### config.mk
export PLATFORM = sky130hd
export DESIGN_NAME = shtime_meas
export DESIGN_NICKNAME = d
export VERILOG_FILES = /design/src/rtl/shtime_pkg.sv /design/src/rtl/shtime_sync_edge.sv /design/src/rtl/shtime_counter.sv /design/src/rtl/shtime_capture.sv /design/src/rtl/shtime_meas.sv
export SDC_FILE = /design/constraint.sdc
export NUM_CORES = 1
export LEC_CHECK = 0
export BUFFER_PORTS_ARGS = -buffer_cell sky130_fd_sc_hd__buf_2
export CORE_UTILIZATION = 61
export DETAILED_ROUTE_END_ITERATION = 8
export HOLD_SLACK_MARGIN = 0.12
export PLACE_DENSITY = 0.9
export REMOVE_ABC_BUFFERS = 1
export SLEW_MARGIN = 20
export SYNTH_ARGS = -nofsm -noshare
export SYNTH_HDL_FRONTEND = slang
export SYNTH_SLANG_ARGS = --single-unit
### constraint.sdc
create_clock -name clk -period 3.7 [get_ports clk]
set_input_delay 0.74 -clock clk [delete_from_list [all_inputs] [get_ports clk]]
set_output_delay 0.74 -clock clk [all_outputs]
set_load 0.02 [all_outputs]
### src/rtl/shtime_pkg.sv
package shtime_pkg;
  localparam int NUM_SRC = 2;

  typedef enum logic {
    MEAS_UPD_TO_SH = 1'b0,
    MEAS_SH_PERIOD = 1'b1
  } meas_mode_e;

  typedef struct packed {
    meas_mode_e mode;
    logic       src;
  } meas_cfg_t;
endpackage

### src/rtl/shtime_sync_edge.sv
module shtime_sync_edge #(
  parameter int STAGES = 2
) (
  input  logic clk,
  input  logic rst_n,
  input  logic din,
  output logic rise
);
  // pipe[STAGES-1] is the synchronised level, pipe[STAGES] its previous value
  logic [STAGES:0] pipe;

  always_ff @(posedge clk or negedge rst_n) begin
    if (!rst_n) pipe <= '0;
    else        pipe <= {pipe[STAGES-1:0], din};
  end

  assign rise = pipe[STAGES-1] & ~pipe[STAGES];

  // a level held high yields a single-cycle edge pulse
  a_r10_single_pulse: assert property (@(posedge clk) disable iff (!rst_n)
    rise |=> !rise);
endmodule

### src/rtl/shtime_counter.sv
module shtime_counter #(
  parameter int W = 16
) (
  input  logic         clk,
  input  logic         rst_n,
  input  logic         clear,
  input  logic         restart,
  input  logic         run,
  output logic [W-1:0] count
);
  localparam logic [W-1:0] MAX = {W{1'b1}};

  always_ff @(posedge clk or negedge rst_n) begin
    if (!rst_n)              count <= '0;
    else if (clear)          count <= '0;
    else if (restart)        count <= W'(1);
    else if (run && count != MAX) count <= count + W'(1);
  end

  // once at the ceiling the count stays there until restarted or cleared
  a_r8_saturate: assert property (@(posedge clk) disable iff (!rst_n)
    (count == MAX && !clear && !restart) |=> count == MAX);

  a_r8_idle_hold: assert property (@(posedge clk) disable iff (!rst_n)
    (!clear && !restart && !run) |=> $stable(count));
endmodule

### src/rtl/shtime_capture.sv
module shtime_capture #(
  parameter int W = 16
) (
  input  logic         clk,
  input  logic         rst_n,
  input  logic         clear,
  input  logic         end_evt,
  input  logic [W-1:0] end_val,
  output logic [W-1:0] result,
  output logic         done
);
  always_ff @(posedge clk or negedge rst_n) begin
    if (!rst_n) begin
      result <= '0;
      done   <= 1'b0;
    end else if (clear) begin
      done   <= 1'b0;
    end else if (end_evt) begin
      result <= end_val;
      done   <= 1'b1;
    end
  end

  // result only moves on a completed measurement
  a_r11_result_hold: assert property (@(posedge clk) disable iff (!rst_n)
    !end_evt |=> $stable(result));

  // completion raises the flag
  a_r9_done_set: assert property (@(posedge clk) disable iff (!rst_n)
    (end_evt && !clear) |=> done);
endmodule

### src/rtl/shtime_meas.sv
module shtime_meas
  import shtime_pkg::*;
#(
  parameter int CNT_W       = 16,
  parameter int SYNC_STAGES = 2
) (
  input  logic             clk,
  input  logic             rst_n,
  input  logic             sh_strobe_a,
  input  logic             sh_strobe_b,
  input  logic             filt_update,
  input  logic             src_sel,
  input  logic             mode_sel,
  output logic [CNT_W-1:0] meas_result,
  output logic             meas_done
);
  meas_cfg_t cfg_d, cfg_q;
  logic      cfg_chg;

  assign cfg_d   = '{mode: meas_mode_e'(mode_sel), src: src_sel};
  assign cfg_chg = (cfg_d != cfg_q);

  always_ff @(posedge clk or negedge rst_n) begin
    if (!rst_n) cfg_q <= '{mode: MEAS_UPD_TO_SH, src: 1'b0};
    else        cfg_q <= cfg_d;
  end

  // Per-source synchroniser and edge detector; the edges are muxed, not the levels
  logic [NUM_SRC-1:0] raw, rise;
  assign raw = {sh_strobe_b, sh_strobe_a};

  for (genvar g = 0; g < NUM_SRC; g++) begin : g_src
    shtime_sync_edge #(.STAGES(SYNC_STAGES)) u_edge (
      .clk  (clk),
      .rst_n(rst_n),
      .din  (raw[g]),
      .rise (rise[g])
    );
  end

  logic sel_rise;
  assign sel_rise = rise[cfg_q.src];

  // Event decode
  logic             armed_q, start_evt, end_evt, end_zero;
  logic [CNT_W-1:0] count, end_val;

  always_comb begin
    start_evt = 1'b0;
    end_evt   = 1'b0;
    end_zero  = 1'b0;
    if (!cfg_chg) begin
      case (cfg_q.mode)
        MEAS_SH_PERIOD: begin
          start_evt = sel_rise;
          end_evt   = sel_rise && armed_q;
        end
        default: begin
          start_evt = filt_update;
          end_evt   = sel_rise && (armed_q || filt_update);
          end_zero  = filt_update;
        end
      endcase
    end
  end

  assign end_val = end_zero ? '0 : count;

  always_ff @(posedge clk or negedge rst_n) begin
    if (!rst_n)         armed_q <= 1'b0;
    else if (cfg_chg)   armed_q <= 1'b0;
    else if (start_evt) armed_q <= 1'b1;
  end

  shtime_counter #(.W(CNT_W)) u_cnt (
    .clk    (clk),
    .rst_n  (rst_n),
    .clear  (cfg_chg),
    .restart(start_evt),
    .run    (armed_q),
    .count  (count)
  );

  shtime_capture #(.W(CNT_W)) u_cap (
    .clk    (clk),
    .rst_n  (rst_n),
    .clear  (cfg_chg),
    .end_evt(end_evt),
    .end_val(end_val),
    .result (meas_result),
    .done   (meas_done)
  );

  // any configuration change drops the done flag
  a_r9_done_cleared: assert property (@(posedge clk) disable iff (!rst_n)
    cfg_chg |=> !meas_done);

  // without arming, a mode-0 strobe edge completes nothing
  a_r7_unarmed_ignored: assert property (@(posedge clk) disable iff (!rst_n)
    (cfg_q.mode == MEAS_UPD_TO_SH && !armed_q && !filt_update) |=> $stable(meas_result));
endmodule

# Word level (Yosys, flattened, before mapping)
# Cells that the tools add are included.
totals:
  out_inout_bits: 17
  register_bits: 42
  inputBits: 7
classes:
  add_sub_neg: 1
  muxes: 16
  magnitude_cmp: 1
  bitwise_logic: 5
  n_eq_ne: 2
  reduce_logical: 8
ops:
  columns: ["cell", "n"]
  rows:
  - ["$mux W16", 4]
  - ["$add A16 B1 Y16 const B", 1]
  - ["$ne A16 B16 Y1 const B", 1]
  - ["$mux W1", 12]
  - ["$reduce_bool A2 Y1", 2]
  - ["$logic_and A1 B1 Y1", 3]
  - ["$not A1 Y1", 3]
  - ["$reduce_bool A3 Y1", 1]
  - ["$and A1 B1 Y1", 2]
  - ["$lt A1 B2 Y1 const B", 1]
  - ["$ne A2 B2 Y1", 1]
  - ["$reduce_and A2 Y1", 1]
  - ["$logic_or A1 B1 Y1", 1]

# Longest topological paths before layout
depth:
  depth_word: 9
  ltp_mapped: 7
  depth_no_buf: 5

# Modules after synthesis
# A second synthesis with hierarchy kept.
hier_totals:
  hier_cells: 180
  area_unflattened_um2: 2084.5
by_module_without_submodules:
  columns: ["module", "cells_per_inst", "n_inst", "area_per_inst_um2"]
  rows:
  - ["shtime_counter", 102, 1, 915.9]
  - ["shtime_capture", 38, 1, 695.7]
  - ["shtime_meas", 32, 1, 295.3]
  - ["shtime_sync_edge", 4, 2, 88.8]

# Worst setup path before layout
# OpenSTA, ideal clock, no wires.
synth_timing:
  kind: "input-to-reg"
  from: "input src_sel"
  to: "register u_cap.result[10]"
  slack_ps: 1721
  required_time_ps: 3621
  setup_time_ps: 79
  arrival_ps: 1900
  path_stages: 6
  path_cell_list: "xor2_1 -> nor2_1 -> o211a_1 -> buf_2 -> buf_2 -> mux2i_1"
synth_via:
  elab_chain_len: 3
  elab_cells_between_ends: 6
synth_lines:
  columns: ["element", "line", "source"]
  rows:
  - ["start, declared", "shtime_meas.sv:12", "input logic src_sel,"]
  - ["$ne A2 B2 Y1 (*)", "shtime_meas.sv:21", "assign cfg_chg = (cfg_d != cfg_q);"]
  - ["$mux W1 or $not A1 Y1 (tied branches)", null, null]
  - ["$mux W16 or $reduce_and A2 Y1 (tied branches)", null, null]
  - ["end signal, assigned", "shtime_capture.sv:19", "result <= end_val;"]
  - ["end, declared", "shtime_capture.sv:9", "output logic [W-1:0] result,"]
# Mark *: on every way between the ends. The rest lies on a longest branch, timed or not.
# A chain may end at the register's enable or synchronous reset.

# Final worst setup path
layout_timing:
  from: "register u_cnt.count[0]"
  to: "register u_cnt.count[9]"
layout_via:
  elab_chain_len: 4
  elab_cells_between_ends: 7
layout_lines:
  columns: ["element", "line", "source"]
  rows:
  - ["start, declared", "shtime_counter.sv:9", "output logic [W-1:0] count"]
  - ["start signal, assigned", "shtime_counter.sv:17", "else if (run && count != MAX) count <= count + W'(1);"]
  - ["$add A16 B1 Y16", "shtime_counter.sv:17", null]
  - ["$mux W16", "shtime_counter.sv:17", null]
  - ["$mux W16", "shtime_counter.sv:16", "else if (restart) count <= W'(1);"]
  - ["$mux W16", "shtime_counter.sv:15", "else if (clear) count <= '0;"]
# Parallel ways exist; a longest one is shown, timed or not. The select of a mux whose other input is x is not followed.

==> out/results.tsv <==
stage	metric	value	unit
status	status	complete, no violations	
hold_path	Hold Path Class	reg2reg	
floorplan	core area	0.00305	mm2
routing	vias after detailed routing	1455	
routing	drt first pass iters	4	
clock_network	postcts setup bufs	0	
floorplan	Initial Util	63.9	%
place	GPL Wtd Cong	0.867	
critical_path	worst path arrival time	2.38	ns
run	max cap viols	0	
floorplan	full die area	0.00343	mm2
clock_network	Root Buffer	clkbuf_4	
yosys	Cells after Synth	186	
critical_path	worst reg2reg path startpoint	u_cnt.count[0]	
clock_network	TritonCTS Buffers	5	
global_routing	total grt overflow	0	
finish	Area Overhead vs Synth	10.1	%
routing	final WL	3540	um
finish	area of the multi-input gates	808	um2
place	IO buf count	23	
power	LEAKAGE	0.947	nW
timing	setup_tns	0	ns
critical_path	worst-case reg-to-reg path depth	5	
critical_path	CP endpoint kind	flip-flop	
hold_path	Worst Hold Path EP	g_src[0].u_edge.pipe[1]	
hold_path	hold depth	0	
floorplan	die span in x	58.6	um
global_routing	largest net degree at the start of global routing	43	
yosys	sequential share of the synthesized area	53.8	%
critical_path	Setup CP Type	reg2reg	
timing	f_max	459	MHz
timing	Slew @ Worst Pin	0.873	ns
critical_path	nature of the critical path startpoint	flip-flop	
yosys	Yosys Warn Count	0	
routing	wire length per cell	13.9	um
critical_path	CP max FO	10	
clock_network	CTS Buffer Depth	2	
clock_network	Worst-path clk slew	0.12	ns
yosys	Netlist cell types	37	
clock_network	CTS hold repair buffers	0	
finish	Layout Nets	219	
clock_network	worst-skew pair later-pin latency	0.34	ns
timing	Final Slew Violations	0	
critical_path	CP Data Required Time	3.90	ns
floorplan	I/O Pins	24	
yosys	syn_area_per_cell	10.5	um2
timing	clk_skew	0.00940	ns
timing	Final Hold Viols	0	
global_routing	GR Util All Layers	24.4	%
global_routing	first-pass GRT wire length	6190	um
clock_network	CTS tree	built	
finish	layout cell share with drive strength beyond 1	18.5	%
floorplan	placement row count	20	
timing	final setup fails	0	
timing	crit path time final	2.18	ns
timing	crit share post-route	58.9	%
place	post-DP HPWL	2530	um
yosys	register bit total from synthesis	42	
global_routing	initial antenna violation count	0	
finish	Storage cell area	0.00105	mm2
finish	final core utilization	70.4	%
routing	DRT antenna net count	0	
clock_network	# resized after CTS	0	
finish	# fillers	238	
critical_path	R2R Path End	u_cnt.count[9]	
hold_path	Hold Crit Start	g_src[0].u_edge.pipe[0]	
routing	DRC	0	
power	pwr/cell area	479	mW/mm2
clock_network	Clock Sinks	42	
routing	Vias/cell	5.71	
power	worst vdd ir	0.260	mV
timing	slew margin rel.	41.8	%
global_routing	number of global-route vias before repair	1348	
finish	# diodes	0	
critical_path	R2R setup slack	1.52	ns
routing	Detailed Route Iter0 Violations	71	
floorplan	Die H	58.6	um
yosys	post-synthesis cell area	0.00195	mm2
clock_network	H-tree Lvls	2	
timing	unrepaired setup endpoints after global routing	no	
## area by class of cell
class | count | share of cell area, %
repair buffers | 23 | 5.36
inverters | 19 | 3.32
clock buffers | 5 | 1.75
clock inverters | 2 | 0.466
flip-flops and latches | 42 | 48.9
multi-input cells | 120 | 37.6
well taps | 44 | 2.56
## placed cells by master (no fill, tap or decap), types with 2 or more instances in the layout
cell type   n
o31ai_1     4
dfrtp_1    42
inv_1      19
o211a_1     2
clkinv_2    2
nand3_1     4
o21ai_0     5
a21boi_0    2
or2_2       2
or3_1       3
xor2_1      3
mux2i_1    19
a21oi_1     8
nand4_1     4
or4_1       3
nor2_1     12
clkbuf_4    5
o41ai_1     2
nand2_1    24
nor3_1      6
buf_2      23
## metrics by stage
step | worst slack [ns] | instance area, um2 | power (mW) | hold WS [ns] | std cells
3_3_place_gp | 1.39 | 2100 | 0.820 | 0.341 | 248
4_1_cts | 1.57 | 2150 | 1.04 | 0.373 | 255
6_report | 1.52 | 2150 | 1.03 | 0.370 | 255
5_1_grt | 1.36 | 2150 | 1.08 | 0.379 | 255
3_5_place_dp | 1.29 | 2100 | 0.835 | 0.348 | 248
2_1_floorplan | 1.70 | 1930 | 0.732 | 0.331 | 181
## sequential cells by signal, summed over array words and instances, names as in the netlist
name / cells
armed_q: 1
cfg_q: 2
g_src.u_edge.pipe: 6
u_cap.done: 1
u_cap.result: 16
u_cnt.count: 16
## kinds of logic after synthesis
group	share of synthesized area (%)
buf+inv	4.74
flops	53.8
mux	9.74
xor+xnor	1.80
fa+ha+maj	0.641
simple gates	20.0
compound gates	9.23
## synth_stat cells (all sizes together)
| master | count | area share [%] |
|---|---|---|
| xnor2 | 1 | 0.45 |
| dfrtp | 42 | 54 |
| xor2 | 3 | 1.3 |
| a21boi | 2 | 0.77 |
| nor4b | 1 | 0.45 |
| nand3 | 4 | 1.0 |
| nor4 | 1 | 0.64 |
| or3b | 1 | 0.45 |
| o21ai | 5 | 1.3 |
| o41ai | 3 | 1.7 |
| or2 | 2 | 0.64 |
| or3 | 3 | 0.96 |
| buf | 2 | 0.51 |
| mux2i | 19 | 9.7 |
| nor3b | 1 | 0.38 |
| o211a | 2 | 1.0 |
| a41oi | 1 | 0.45 |
| nand2b | 1 | 0.32 |
| inv | 19 | 3.7 |
| nor2 | 12 | 2.3 |
| nor3 | 6 | 1.5 |
| nand4 | 6 | 3.0 |
| clkbuf | 3 | 0.58 |
| ha | 1 | 0.64 |
| a21oi | 8 | 2.1 |
| and4 | 1 | 0.45 |
| o31ai | 4 | 1.5 |
| nand2 | 24 | 4.6 |
| and3b | 1 | 0.45 |
| or4b | 2 | 1.0 |
| a21o | 1 | 0.38 |
| or4 | 4 | 1.7 |
## how the worst max path moves through the flow
| stage | to | slack [ns] | startpoint | cells past startpoint |
|---|---|---|---|---|
| finish | u_cnt.count[9] | 1.52 | u_cnt.count[0] | 5 |
| CTS | u_cnt.count[9] | 1.57 | u_cnt.count[0] | 5 |
| detailed placement | u_cap.result[11] | 1.29 | src_sel | 5 |
| global placement | u_cap.result[11] | 1.39 | src_sel | 5 |
| global route | u_cnt.count[2] | 1.36 | u_cnt.count[1] | 5 |
| floorplan | u_cap.result[0] | 1.70 | filt_update | 4 |
## layer usage
layer,wire (um),GRT usage (%)
met2,1680,36.6
met3,221,5.93
met5,0,0
met4,42,8.84
met1,1600,35.1
## critical path: stages (launching register included)
cell,delay (ns)
dfrtp_1,0.47
ha_1,0.27
nand4_4,0.20
nor4_2,0.78
or4b_2,0.25
a21oi_1,0.06
## power breakdown
part           total (mW)  internal [mW]  switching, mW  leakage, nW
Combinational       0.253         0.0850          0.168        0.375
Clock               0.206         0.0685          0.138       0.0308
Sequential          0.569          0.531         0.0385        0.541
Note: power is estimated with default switching activity, not from simulation.
